`src/rtl/pla_cfg_pkg.sv`:
```
package pla_cfg_pkg;

    // Two-bit literal code per input inside a product-term row.
    typedef enum logic [1:0] {
        LIT_NONE = 2'b00,   // input absent from the term
        LIT_COMP = 2'b01,   // input must be 0
        LIT_TRUE = 2'b10,   // input must be 1
        LIT_BOTH = 2'b11    // both polarities: term can never be true
    } lit_code_e;

    // Width of the row index: one spare bit so out-of-range indices exist.
    function automatic int row_index_width(input int rows);
        return $clog2(rows) + 1;
    endfunction

    // Does one input value satisfy one literal code?
    function automatic logic lit_pass(input lit_code_e code, input logic x);
        logic need_one;
        logic need_zero;
        need_one  = code[1];
        need_zero = code[0];
        return (!need_one || x) && (!need_zero || !x);
    endfunction

    // Is term t inside the fixed group of output j?
    function automatic logic in_term_group(input int t, input int j, input int group);
        return (t >= j * group) && (t < (j + 1) * group);
    endfunction

endpackage

```
`src/rtl/pla_row_store.sv`:
```
module pla_row_store #(
    parameter int N     = 4,
    parameter int P     = 8,
    parameter int M     = 4,
    parameter int IDX_W = 4
) (
    input  logic                      clk,
    input  logic                      rst,
    input  logic                      wr_en,
    input  logic [IDX_W-1:0]          wr_term,
    input  logic [2*N-1:0]            wr_code,
    input  logic [M-1:0]              wr_mask,
    output logic [P-1:0][2*N-1:0]     row_code,
    output logic [P-1:0][M-1:0]       row_mask,
    output logic                      wr_err
);
    localparam logic [IDX_W-1:0] ROW_LIMIT = IDX_W'(P);

    logic index_ok;
    logic err_q;

    assign index_ok = (wr_term < ROW_LIMIT);

    generate
        for (genvar t = 0; t < P; t++) begin : g_row
            localparam logic [IDX_W-1:0] ROW_ID = IDX_W'(t);
            logic              row_sel;
            logic [2*N-1:0]    code_q;
            logic [M-1:0]      mask_q;

            assign row_sel = wr_en && index_ok && (wr_term == ROW_ID);

            always_ff @(posedge clk) begin
                if (rst) begin
                    code_q <= '0;
                    mask_q <= '0;
                end else if (row_sel) begin
                    code_q <= wr_code;
                    mask_q <= wr_mask;
                end
            end

            assign row_code[t] = code_q;
            assign row_mask[t] = mask_q;
        end
    endgenerate

    always_ff @(posedge clk) begin
        if (rst) begin
            err_q <= 1'b0;
        end else if (wr_en && !index_ok) begin
            err_q <= 1'b1;
        end
    end

    assign wr_err = err_q;

endmodule

```
`src/rtl/pla_and_plane.sv`:
```
module pla_and_plane
    import pla_cfg_pkg::*;
#(
    parameter int N = 4,
    parameter int P = 8
) (
    input  logic [P-1:0][2*N-1:0] row_code,
    input  logic [N-1:0]          in_vec,
    output logic [P-1:0]          term_hit
);
    generate
        for (genvar t = 0; t < P; t++) begin : g_term
            logic hit;

            always_comb begin
                hit = 1'b1;
                for (int i = 0; i < N; i++) begin
                    hit = hit & lit_pass(lit_code_e'(row_code[t][2*i +: 2]), in_vec[i]);
                end
            end

            assign term_hit[t] = hit;
        end
    endgenerate

endmodule

```
`src/rtl/pla_or_plane.sv`:
```
module pla_or_plane
    import pla_cfg_pkg::*;
#(
    parameter int P = 8,
    parameter int M = 4
) (
    input  logic [P-1:0]          term_hit,
    input  logic [P-1:0][M-1:0]   row_mask,
    input  logic                  pal_mode,
    output logic [M-1:0]          out_vec
);
    localparam int GROUP = P / M;

    generate
        for (genvar j = 0; j < M; j++) begin : g_out
            logic [P-1:0] feeds;

            always_comb begin
                for (int t = 0; t < P; t++) begin
                    feeds[t] = term_hit[t] && row_mask[t][j]
                               && (!pal_mode || in_term_group(t, j, GROUP));
                end
            end

            assign out_vec[j] = |feeds;
        end
    endgenerate

endmodule

```
`src/rtl/pla_engine.sv`:
```
module pla_engine
    import pla_cfg_pkg::*;
#(
    parameter int  N     = 4,
    parameter int  P     = 8,
    parameter int  M     = 4,
    localparam int IDX_W = row_index_width(P)
) (
    input  logic             clk,
    input  logic             rst,
    input  logic             pal_mode,
    input  logic             wr_en,
    input  logic [IDX_W-1:0] wr_term,
    input  logic [2*N-1:0]   wr_code,
    input  logic [M-1:0]     wr_mask,
    input  logic [N-1:0]     in_vec,
    output logic [M-1:0]     out_vec,
    output logic             wr_err
);
    logic [P-1:0][2*N-1:0] row_code;
    logic [P-1:0][M-1:0]   row_mask;
    logic [P-1:0]          term_hit;

    pla_row_store #(.N(N), .P(P), .M(M), .IDX_W(IDX_W)) u_store (
        .clk      (clk),
        .rst      (rst),
        .wr_en    (wr_en),
        .wr_term  (wr_term),
        .wr_code  (wr_code),
        .wr_mask  (wr_mask),
        .row_code (row_code),
        .row_mask (row_mask),
        .wr_err   (wr_err)
    );

    pla_and_plane #(.N(N), .P(P)) u_and (
        .row_code (row_code),
        .in_vec   (in_vec),
        .term_hit (term_hit)
    );

    pla_or_plane #(.P(P), .M(M)) u_or (
        .term_hit (term_hit),
        .row_mask (row_mask),
        .pal_mode (pal_mode),
        .out_vec  (out_vec)
    );

endmodule

```
`config.mk`:
```
export PLATFORM = sky130hd
export DESIGN_NAME = pla_engine
export DESIGN_NICKNAME = d
export VERILOG_FILES = /design/src/rtl/pla_cfg_pkg.sv /design/src/rtl/pla_row_store.sv /design/src/rtl/pla_and_plane.sv /design/src/rtl/pla_or_plane.sv /design/src/rtl/pla_engine.sv
export SDC_FILE = /design/constraint.sdc
export NUM_CORES = 1
export LEC_CHECK = 0
export BUFFER_PORTS_ARGS = -buffer_cell sky130_fd_sc_hd__buf_4
export CORE_UTILIZATION = 35
export DETAILED_ROUTE_END_ITERATION = 7
export SLEW_MARGIN = 20
export SYNTH_ARGS = -nofsm -noshare
export SYNTH_HDL_FRONTEND = slang
export SYNTH_SLANG_ARGS = --single-unit
```
`constraint.sdc`:
```
create_clock -name clk -period 2.6 [get_ports clk]
set_input_delay 0.52 -clock clk [delete_from_list [all_inputs] [get_ports clk]]
set_output_delay 0.52 -clock clk [all_outputs]
set_load 0.005 [all_outputs]
```
==> impl_metrics.yaml <==
routing:
  drc: 0
  first_pass_iters: 4
  num_vias: 2968
  final_antenna_net_count: 0
  drt-vias-per-instance: 5.100
  drt-initial-drc-count: 245
  wire_per_inst_um: 16.30
  route.final.wire_length_mm: 9.487
yosys:
  ys_types: 22
  flip_flop_and_latch_count_after_synthesis: 97
  yosysTopAreaCellShare_pct: 47.02
  mappedNetlistArea_um2: 4130
  synth.most_common_cell: "sky130_fd_sc_hd__mux2i_1"
  syn_avg_cell_area_um2: 9.695
  synth_flop_cell: "sky130_fd_sc_hd__dfxtp_1"
  synth_seq_area_share_pct: 47.02
  synth_cells: 426
  largest_area_contributor_in_the_netlist: "sky130_fd_sc_hd__dfxtp_1"
  yosys-top-cells-count: "104 x sky130_fd_sc_hd__mux2i_1, 97 x sky130_fd_sc_hd__dfxtp_1, 75 x sky130_fd_sc_hd__nor2_1, 50 x sky130_fd_sc_hd__nand2_1, 25 x sky130_fd_sc_hd__a21oi_1"
  synthArstFlopShare_pct: 0
  netlist_top_cells_area: "sky130_fd_sc_hd__dfxtp_1 47%, sky130_fd_sc_hd__mux2i_1 25%, sky130_fd_sc_hd__nor2_1 6.8%"
  synth_nets: 450
  yosys_warnings: 0
  synth_enable_flop_cells: 0
cts:
  clock_tree_from_tritoncts: "yes"
  cts_repair_resize_count: 0
  cts-hold-fix-buffers: 0
  htree_levels: 3
  max-clock-path-buffers: 2
  clock_buffers_created_by_tritoncts: 9
  clk_root_buffer_cell: "sky130_fd_sc_hd__clkbuf_16"
  clk_latency_ps: 330
  post-cts-setup-buffers: 0
  cts_num_sinks: 97
  clk_pin_slew_ps: 60
worst_setup_path:
  crit_type: "input port to output pin"
  worst_r2r_path_depth: 2
  critical_path.max_fanout: 8
  largest_stage_delay_on_the_critical_path_ps: 340
  arrival_ps: 1960
  critical_path_required_ps: 2080
  critical_path.endpoint_type: "output pin"
  critical-path-slowest-cell: "sky130_fd_sc_hd__and4_1"
  cpMostUsedCell: "sky130_fd_sc_hd__buf_4"
  crit_buf_inv: 2
  timing.critical_path.from_type: "input port"
  cp_num_cells: 7
  critical-path-top-delay-family: "compound AO/OA/AOI/OAI gates"
  path_cells: "buf_4, mux2i_1, and4_1, a22oi_1, a31oi_1, a221o_1, buf_4"
power:
  internal-power_uw: 2432
  clk_network_pwr_share_pct: 44.5
  pwr_density_cell_nw_per_um2: 663.4
  logic_gate_share_of_total_power_pct: 6.8
  ir_worst_vdd_mv: 0.3521
  switching_power_uw: 684.5
  swShare_pct: 21.97
  power.leakage_uw: 0.001972
  power.sequential.fraction_pct: 48.6
job:
  cap_viol_max_count: 0
hold_path:
  cell_depth_of_the_worst_hold_path: 3
  hold_path_class: "input port to flip-flop"
final_layout:
  final_cell_area_um2: 4697
  fin_nets: 459
  regArea_um2: 1942
  multi_input_combinational_cell_area_um2: 1991
  area_growth_syn_to_layout_pct: 13.72
  post_route_cells_drive_above_1_share_pct: 13.44
  layout.filler_cells: 1117
  antenna-diode-count: 0
floorplanning:
  core_area_um2: 11470
  fp.dieH_um: 110.6
  ioPinCount: 29
  number_of_cell_rows: 39
  initial_util_pct: 36.02
  die_area_um2: 12240
  die-width_um: 110.6
sta:
  final.min_clock_period_ps: 2479
  unrepaired_setup_endpoints_after_global_routing: "no"
  worst_hold_slack_ps: 448.5
  maxSlewViolCount: 0
  timing.fmax_mhz: 403.4
  clock-skew-final_ps: 0
  worstMarginPinSlew_ps: 737.3
  setup-violations-final: 0
  timing.slew.headroom_pct: 50.73
  setup-tns-final_ps: 0
  final_hold_viol_count: 0
  post-route-period-util_pct: 95.35
global_routing:
  grt_max_degree: 59
  global_route.overflow_total: 0
  antenna_found_initial: 0
  grt_pass1_wl_mm: 15.66
  grt_pass1_vias: 2946
  grtUsageTotal_pct: 16.26
placement:
  buffer_ports.inserted: 28
  hpwl_mm: 6.493
  placed_area_um2: 4387
  gpl.final_weighted_congestion: 0.8077
outcome:
  outcome: "finished, final reports clean"
cells in the final DEF, fill, tap and decap left out, drive strengths merged:
| cell type | count |
|---|---|
| clkinv | 2 |
| nand2b | 1 |
| nor3b | 3 |
| a22oi | 12 |
| dfxtp | 97 |
| and4 | 8 |
| mux2i | 104 |
| nand3b | 3 |
| nand3 | 1 |
| nor2 | 75 |
| buf | 35 |
| bufinv | 2 |
| nor3 | 1 |
| a31oi | 4 |
| and2b | 1 |
| a21oi | 25 |
| clkinvlp | 1 |
| nand2 | 50 |
| a221o | 4 |
| clkbuf | 10 |
worst register-to-register path: cells and delay by family (launching register included):
family,cells,cell delay (ps)
flops,1,320
mux,1,140
simple gates,1,50
path summary, 6_finish.rpt:
| check | startpoint | endpoint | slack, ps |
|---|---|---|---|
| min | wr_en | u_store.wr_err | 450 |
| max reg2reg | u_store.g_row[1].mask_q[0] | u_store.g_row[1].mask_q[0] | 1950 |
| min reg2reg | u_store.g_row[2].code_q[2] | u_store.g_row[2].code_q[2] | 450 |
| max | in_vec[2] | out_vec[3] | 120 |
flip-flops by register name (all words and copies together) (netlist names):
| signal | count |
|---|---|
| u_store.g_row.code_q | 64 |
| u_store.g_row.mask_q | 32 |
| u_store.wr_err | 1 |
per-layer routing:
layer	routed length (µm)	track usage [%]
met5	0	0
met4	174	6.578
met3	267	2.195
met2	4508	26.54
met1	4537	21.62
cell type report:
| class | instances | share of cell area [%] |
|---|---|---|
| multi-input cells | 292 | 42.38 |
| flip-flops and latches | 97 | 41.34 |
| repair buffers | 35 | 5.860 |
| clock buffers | 10 | 4.875 |
| well taps | 143 | 3.809 |
| clock inverters | 5 | 1.731 |
per-stage QoR:
stage	total power [µW]	cells	utilization [%]	setup WS [ps]
floorplan	1686	426	-	583.4
global placement	1759	567	38.25	130.5
detailed placement	1761	567	38.25	153.6
CTS	3141	582	40.96	122.4
global route	3227	582	40.96	28.87
finish	3116	582	40.96	120.8
logic make-up after synthesis:
| group | after synthesis | share of synthesized area [%] |
|---|---|---|
| DFF | 97 | 47.02 |
| muxes | 104 | 25.20 |
| AOI/OAI and AO/OA | 45 | 6.786 |
| buffers and inverters | 37 | 4.786 |
| and+or+nand+nor | 143 | 16.21 |
power groups by stage:
| stage | clock network, µW | registers [µW] | logic, µW |
|---|---|---|---|
| floorplan | 0 | 1550 | 140 |
| detailed placement | 0 | 1550 | 212 |
| CTS | 1410 | 1520 | 213 |
| global placement | 0 | 1550 | 210 |
| global route | 1480 | 1520 | 228 |
| finish | 1390 | 1520 | 212 |
No activity file was read; power rests on OpenSTA's default activity.
